<file path="src/rtl/dma_desc_engine.sv">
module dma_desc_engine #(
  parameter int NCH = 32,
  localparam int CHW = (NCH > 1) ? $clog2(NCH) : 1
) (
  input  logic             clk,
  input  logic             rst_n,
  input  logic             start,
  input  logic [CHW-1:0]   start_ch,
  input  logic [31:0]      base_addr,
  input  logic [NCH-1:0]   alt_sel,
  output logic             busy,
  output logic             mem_req,
  output logic             mem_we,
  output logic [31:0]      mem_addr,
  output logic [1:0]       mem_size,
  output logic [31:0]      mem_wdata,
  input  logic             mem_ack,
  input  logic             mem_err,
  input  logic [31:0]      mem_rdata,
  output logic             done,
  output logic             fault,
  output logic [CHW-1:0]   evt_ch
);
  localparam logic [31:0] CLR_MASK = 32'h0000_3FF7;
  localparam logic [31:0] ALT_OFS  = 32'h0000_0200;

  typedef enum logic [2:0] {S_IDLE, S_SRC, S_DST, S_CTL, S_RD, S_WR, S_WB} st_t;

  st_t            st;
  logic [NCH-1:0] pend;
  logic [CHW-1:0] ch, pick;
  logic [31:0]    dadr, src, dst, ctl, data;
  logic [10:0]    left;

  function automatic logic [31:0] stepv(input logic [1:0] c);
    return (c == 2'd3) ? 32'd0 : (32'd1 << c);
  endfunction

  always_comb begin
    pick = '0;
    for (int i = NCH - 1; i >= 0; i--)
      if (pend[i]) pick = CHW'(i);
  end

  wire            take = (st == S_IDLE) && (|pend);
  wire [NCH-1:0]  setv = start ? (NCH'(1) << start_ch) : '0;
  wire [NCH-1:0]  clrv = take ? (NCH'(1) << pick) : '0;
  wire [31:0]     cnt_m1 = {22'd0, mem_rdata[13:4]};

  assign busy    = (st != S_IDLE);
  assign mem_req = busy;
  assign mem_we  = (st == S_WR) || (st == S_WB);

  always_comb begin
    mem_addr  = '0;
    mem_size  = 2'd2;
    mem_wdata = '0;
    case (st)
      S_SRC: mem_addr = dadr;
      S_DST: mem_addr = dadr + 32'd4;
      S_CTL: mem_addr = dadr + 32'd8;
      S_RD:  begin mem_addr = src; mem_size = ctl[25:24]; end
      S_WR:  begin mem_addr = dst; mem_size = ctl[29:28]; mem_wdata = data; end
      S_WB:  begin mem_addr = dadr + 32'd8; mem_wdata = ctl & ~CLR_MASK; end
      default: ;
    endcase
  end

  always_ff @(posedge clk or negedge rst_n) begin
    if (!rst_n) begin
      st <= S_IDLE; pend <= '0; ch <= '0; dadr <= '0; src <= '0; dst <= '0;
      ctl <= '0; data <= '0; left <= '0; done <= 1'b0; fault <= 1'b0; evt_ch <= '0;
    end else begin
      done  <= 1'b0;
      fault <= 1'b0;
      pend  <= (pend & ~clrv) | setv;
      if (take) begin
        ch   <= pick;
        dadr <= base_addr + (alt_sel[pick] ? ALT_OFS : 32'd0) + (32'(pick) << 4);
        st   <= S_SRC;
      end else if (busy && mem_ack) begin
        if (mem_err) begin
          fault <= 1'b1; evt_ch <= ch; st <= S_IDLE;
        end else begin
          case (st)
            S_SRC: begin src <= mem_rdata; st <= S_DST; end
            S_DST: begin dst <= mem_rdata; st <= S_CTL; end
            S_CTL: begin
              ctl  <= mem_rdata;
              left <= {1'b0, mem_rdata[13:4]} + 11'd1;
              if (mem_rdata[27:26] != 2'd3) src <= src - cnt_m1;
              if (mem_rdata[31:30] != 2'd3) dst <= dst - cnt_m1;
              st <= S_RD;
            end
            S_RD: begin
              case (ctl[25:24])
                2'd0:    data <= {24'd0, mem_rdata[7:0]};
                2'd1:    data <= {16'd0, mem_rdata[15:0]};
                default: data <= mem_rdata;
              endcase
              st <= S_WR;
            end
            S_WR: begin
              src  <= src + stepv(ctl[27:26]);
              dst  <= dst + stepv(ctl[31:30]);
              left <= left - 11'd1;
              st   <= (left == 11'd1) ? S_WB : S_RD;
            end
            S_WB: begin done <= 1'b1; evt_ch <= ch; st <= S_IDLE; end
            default: st <= S_IDLE;
          endcase
        end
      end
    end
  end


  req_hold_chk: assert property (@(posedge clk) disable iff (!rst_n)
    mem_req && !mem_ack |=> mem_req && $stable(mem_addr) && $stable(mem_we)
                            && $stable(mem_size) && $stable(mem_wdata));

  evt_excl_chk: assert property (@(posedge clk) disable iff (!rst_n) !(done && fault));

  done_pulse_chk: assert property (@(posedge clk) disable iff (!rst_n) done |=> !done);

  busy_end_chk: assert property (@(posedge clk) disable iff (!rst_n) $fell(busy) |-> (done || fault));

  fault_quiet_chk: assert property (@(posedge clk) disable iff (!rst_n) fault |-> !mem_req);
endmodule

</file>
<file path="config.mk">
export PLATFORM = sky130hd
export DESIGN_NAME = dma_desc_engine
export DESIGN_NICKNAME = d
export VERILOG_FILES = /design/src/rtl/dma_desc_engine.sv
export SDC_FILE = /design/constraint.sdc
export NUM_CORES = 1
export LEC_CHECK = 0
export ABC_AREA = 1
export BUFFER_PORTS_ARGS = -buffer_cell sky130_fd_sc_hd__buf_2
export CAP_MARGIN = 5
export CORE_ASPECT_RATIO = 1.4
export CORE_MARGIN = 8
export CORE_UTILIZATION = 45
export CTS_CLUSTER_DIAMETER = 200
export DETAILED_ROUTE_END_ITERATION = 10
export GPL_TIMING_DRIVEN = 0
export PLACE_DENSITY = 0.63
export SYNTH_ARGS = -nofsm -noshare
export SYNTH_HDL_FRONTEND = slang
export SYNTH_SLANG_ARGS = --single-unit
</file>
<file path="constraint.sdc">
create_clock -name clk -period 5.8 [get_ports clk]
set_clock_uncertainty 0.2 [all_clocks]
set_input_delay 0.58 -clock clk [delete_from_list [all_inputs] [get_ports clk]]
set_output_delay 0.58 -clock clk [all_outputs]
set_load 0.05 [all_outputs]
</file>
==> summary.txt <==
H-tree Lvls = 1
Worst EP arrival = 5.71 ns
Post-Layout Cell Count = 2941
Worst-path clk slew = 0.06 ns
CP top delay family = simple AND/OR/NAND/NOR gates
Overflow after GRT = 0
Slew margin rel. = 4.87%
Die H = 235 um
Switching Fraction = 53.2%
Die area = 40600 sq um
CTS Buf Count = 25
Post-synth cell types = 60
DRT iter0 DRCs = 1695
I/O Buffers = 177
Share of cells above drive strength 1 = 14.1%
Status = finished, final reports clean
Most frequent cells after synthesis = nand2_1 (459), inv_1 (284), nor2_1 (272), dfrtp_1 (205), o21ai_0 (189)
Max-cap violation count = 0
Ys async rst share = 100%
Final setup fails = 0
Most instantiated library cell after synthesis = nand2_1
Starting Density = 45.5%
CP dominant cell by count = nand2_1
Slowest cell on the critical path = dfrtp_1
Int Pwr = 4.87 mW
Worst r2r src = pend[30]$_DFF_PN0_
First-pass GRT wire length = 93.7 mm
Post-Syn Area = 15400 sq um
DR vias = 17000
GRT Total Usage = 29.1%
Flop pwr share = 24.3%
FMAX = 0.184 GHz
Vias in the first global route = 16500
Worst skew pair latency = 0.56 ns
DP Cell Count = 2872
Prevailing post-synth register cell = dfrtp_1
Worst setup SP type = register
Largest net degree at the start of global routing = 118
Tcrit/Tclk final = 93.7%
Top cell type's share of synthesized area = 33.2%
Tot Pwr = 10.4 mW
# fillers = 3409
Clk network pwr share = 15.5%
Avg Cell Area, Syn = 6.89 sq um
Initial antenna violation count = 0
Area leader, netlist = dfrtp_1
Post-synth EDFFs = 0
Final min period = 5.43 ns
DRC viols = 0
Synth top area cells = dfrtp_1 (33%), nand2_1 (11%), inv_1 (6.9%)
RSZ-0062 raised after global routing = true
Via-per-instance ratio = 5.77
CTS tree = built
Area growth, synth to finish = 17.4%
Hold Crit Class = primary input to register
Antenna viol nets, final = 0
Warnings from Yosys = 0
Switching pwr = 5.55 mW
WHS = 0.0512 ns
Final hold vios = 0
Seq/Total Area, Yosys = 33.2%
Combinational share of power = 60.3%
Clk sinks = 205
Worst min-delay path startpoint = mem_ack
Post-Syn Nets = 2427
Lkg Pwr = 8.34 nW
Largest buffer count on any clock path = 3
Gpl congestion = 0.958
Router iterations before antenna repair = 8
WP buf/inv = 4
Post-Synthesis Cells = 2242
WL/cell = 20.9 um
Pwr per Cell Area = 575 nW/um^2
Core Rows = 80
Core area = 33900 sq um
Count of final max-slew check failures = 0
CP max stage delay = 0.38 ns
Crit path from = pend[30]$_DFF_PN0_
# IOs = 182
CTS root buffer = clkbuf_16
Synth Register Bits = 205
Die Span X = 173 um
CP Max Fanout = 4
Routed wire length = 61.6 mm
Nets = 2656
Setup crit end kind = register
VDD IR max = 0.000369 V
N_diodes = 0
Detailed placer's ending HPWL = 48.7 mm
Req. time, crit path = 6.08 ns
Worst slew pin tran = 1.42 ns
Setup CP Type = register to register
==> routing by layer <==
layer / up-vias / part of all wire (%) / global-route usage [%]
li1: 8022 / - / -
met5: - / 0 / 0
met1: 8085 / 38 / 32.9
met2: 692 / 49 / 51.0
met4: 0 / 6.2 / 16.9
met3: 163 / 6.5 / 4.64
==> power by group through the flow <==
stage               sequential (mW)  clock [mW]  combinational (mW)
global placement               2.51           0                5.89
detailed placement             2.52           0                5.97
finish                         2.53        1.61                6.28
global route                   2.59        1.68                6.88
CTS                            2.50        1.63                6.00
floorplan                      2.37           0                4.32
==> cell type report <==
type                    instances  area [sq um]  share of cell area (%)
multi-input cells            1667          9090                    50.2
well taps                     451           564                    3.11
plain buffers                  77           304                    1.68
clock buffers                  39           718                    3.96
inverters                     293          1100                    6.09
repair buffers                202          1110                    6.13
clock inverters                 7           104                   0.573
flip-flops and latches        205          5130                    28.3
==> per-stage QoR <==
stage                     cell area, sq um  utilization, %  setup slack, ns  setup TNS [ns]
after floorplan                      15400               -             1.01               0
after global placement               16900            49.8         -0.00834        -0.00834
after detailed placement             16900            49.9          -0.0393         -0.0635
after CTS                            17800            52.4           0.0349               0
after global routing                 18100            53.4          -0.0896          -0.133
final                                18100            53.4            0.366               0
==> cells by family after synthesis <==
group / after synthesis / share of synthesized area [%]
compound gates: 544 / 20.9
xor+xnor: 40 / 2.27
fa+ha+maj: 79 / 6.55
buf+inv: 371 / 9.09
flops: 205 / 33.2
mux: 4 / 0.292
simple gates: 999 / 27.6
==> worst reg2reg max path, delay by kind of cell (launching register included) <==
| kind | cells | cell delay (ns) |
|---|---|---|
| xor gates and xnor gates | 1 | 0.18 |
| buffers and inverters | 4 | 0.29 |
| and+or+nand+nor | 46 | 3.59 |
| adders and majority gates | 1 | 0.27 |
| DFF | 1 | 0.38 |
| AOI/OAI and AO/OA | 3 | 0.42 |
==> layout by cell type, fill, tap and decap left out, types with 8 or more instances in the layout <==
cell type  netlist  layout
nor2_1         272     265
buf_2            6     183
o211ai_1        16      16
o22ai_1         29      29
inv_2            7      10
nand4_1         36      36
a21oi_2          9       9
xnor2_1         14      14
nand2_2         10      16
nand3_1        131     128
buf_4            1      21
dfrtp_1        205     205
o21ai_0        189     187
ha_1            76      74
nor4_1          11      11
a21oi_1        114     114
clkbuf_16        0      25
o31ai_1         14      13
a221oi_1        16      16
clkbuf_1        66      73
nand3b_1         8       8
or2_2           22      22
o2111ai_1        9       9
nand2_1        459     450
o21ai_1         28      29
inv_1          284     280
xor2_1          26      26
a31oi_1         67      67
nor3_1          31      31
==> timing repair <==
action | in CTS | in global routing
hold endpoints to repair | 88 | 0
pin swaps | 0 | 33
buffers inserted | 0 | 21
gates cloned | 0 | 1
setup endpoints to repair | 3 | 15
hold buffers | 1 | 0
resized for setup | 2 | 48
==> final timing paths <==
path                       slack, ns                   end  cells past startpoint
setup / recovery                0.37  dadr[31]$_DFFE_PN0P_                     55
max in group asynchronous       3.96   src[13]$_DFFE_PN0P_                      3
hold reg to reg                 0.29  data[13]$_DFFE_PN0P_                      2
hold / removal                  0.05     st[2]$_DFFE_PN0P_                      2
min in group asynchronous       0.39     pend[6]$_DFF_PN0_                      2
setup reg to reg                0.37  dadr[31]$_DFFE_PN0P_                     55
==> sequential cells by signal, summed over array words and instances (netlist names) <==
| name | flops |
|---|---|
| dadr | 32 |
| data | 32 |
| dst | 32 |
| pend | 32 |
| src | 32 |
| ctl | 19 |
| left | 11 |
| ch | 5 |
| evt_ch | 5 |
| st | 3 |
| done | 1 |
| fault | 1 |
Note: power is estimated with default switching activity, not from simulation.
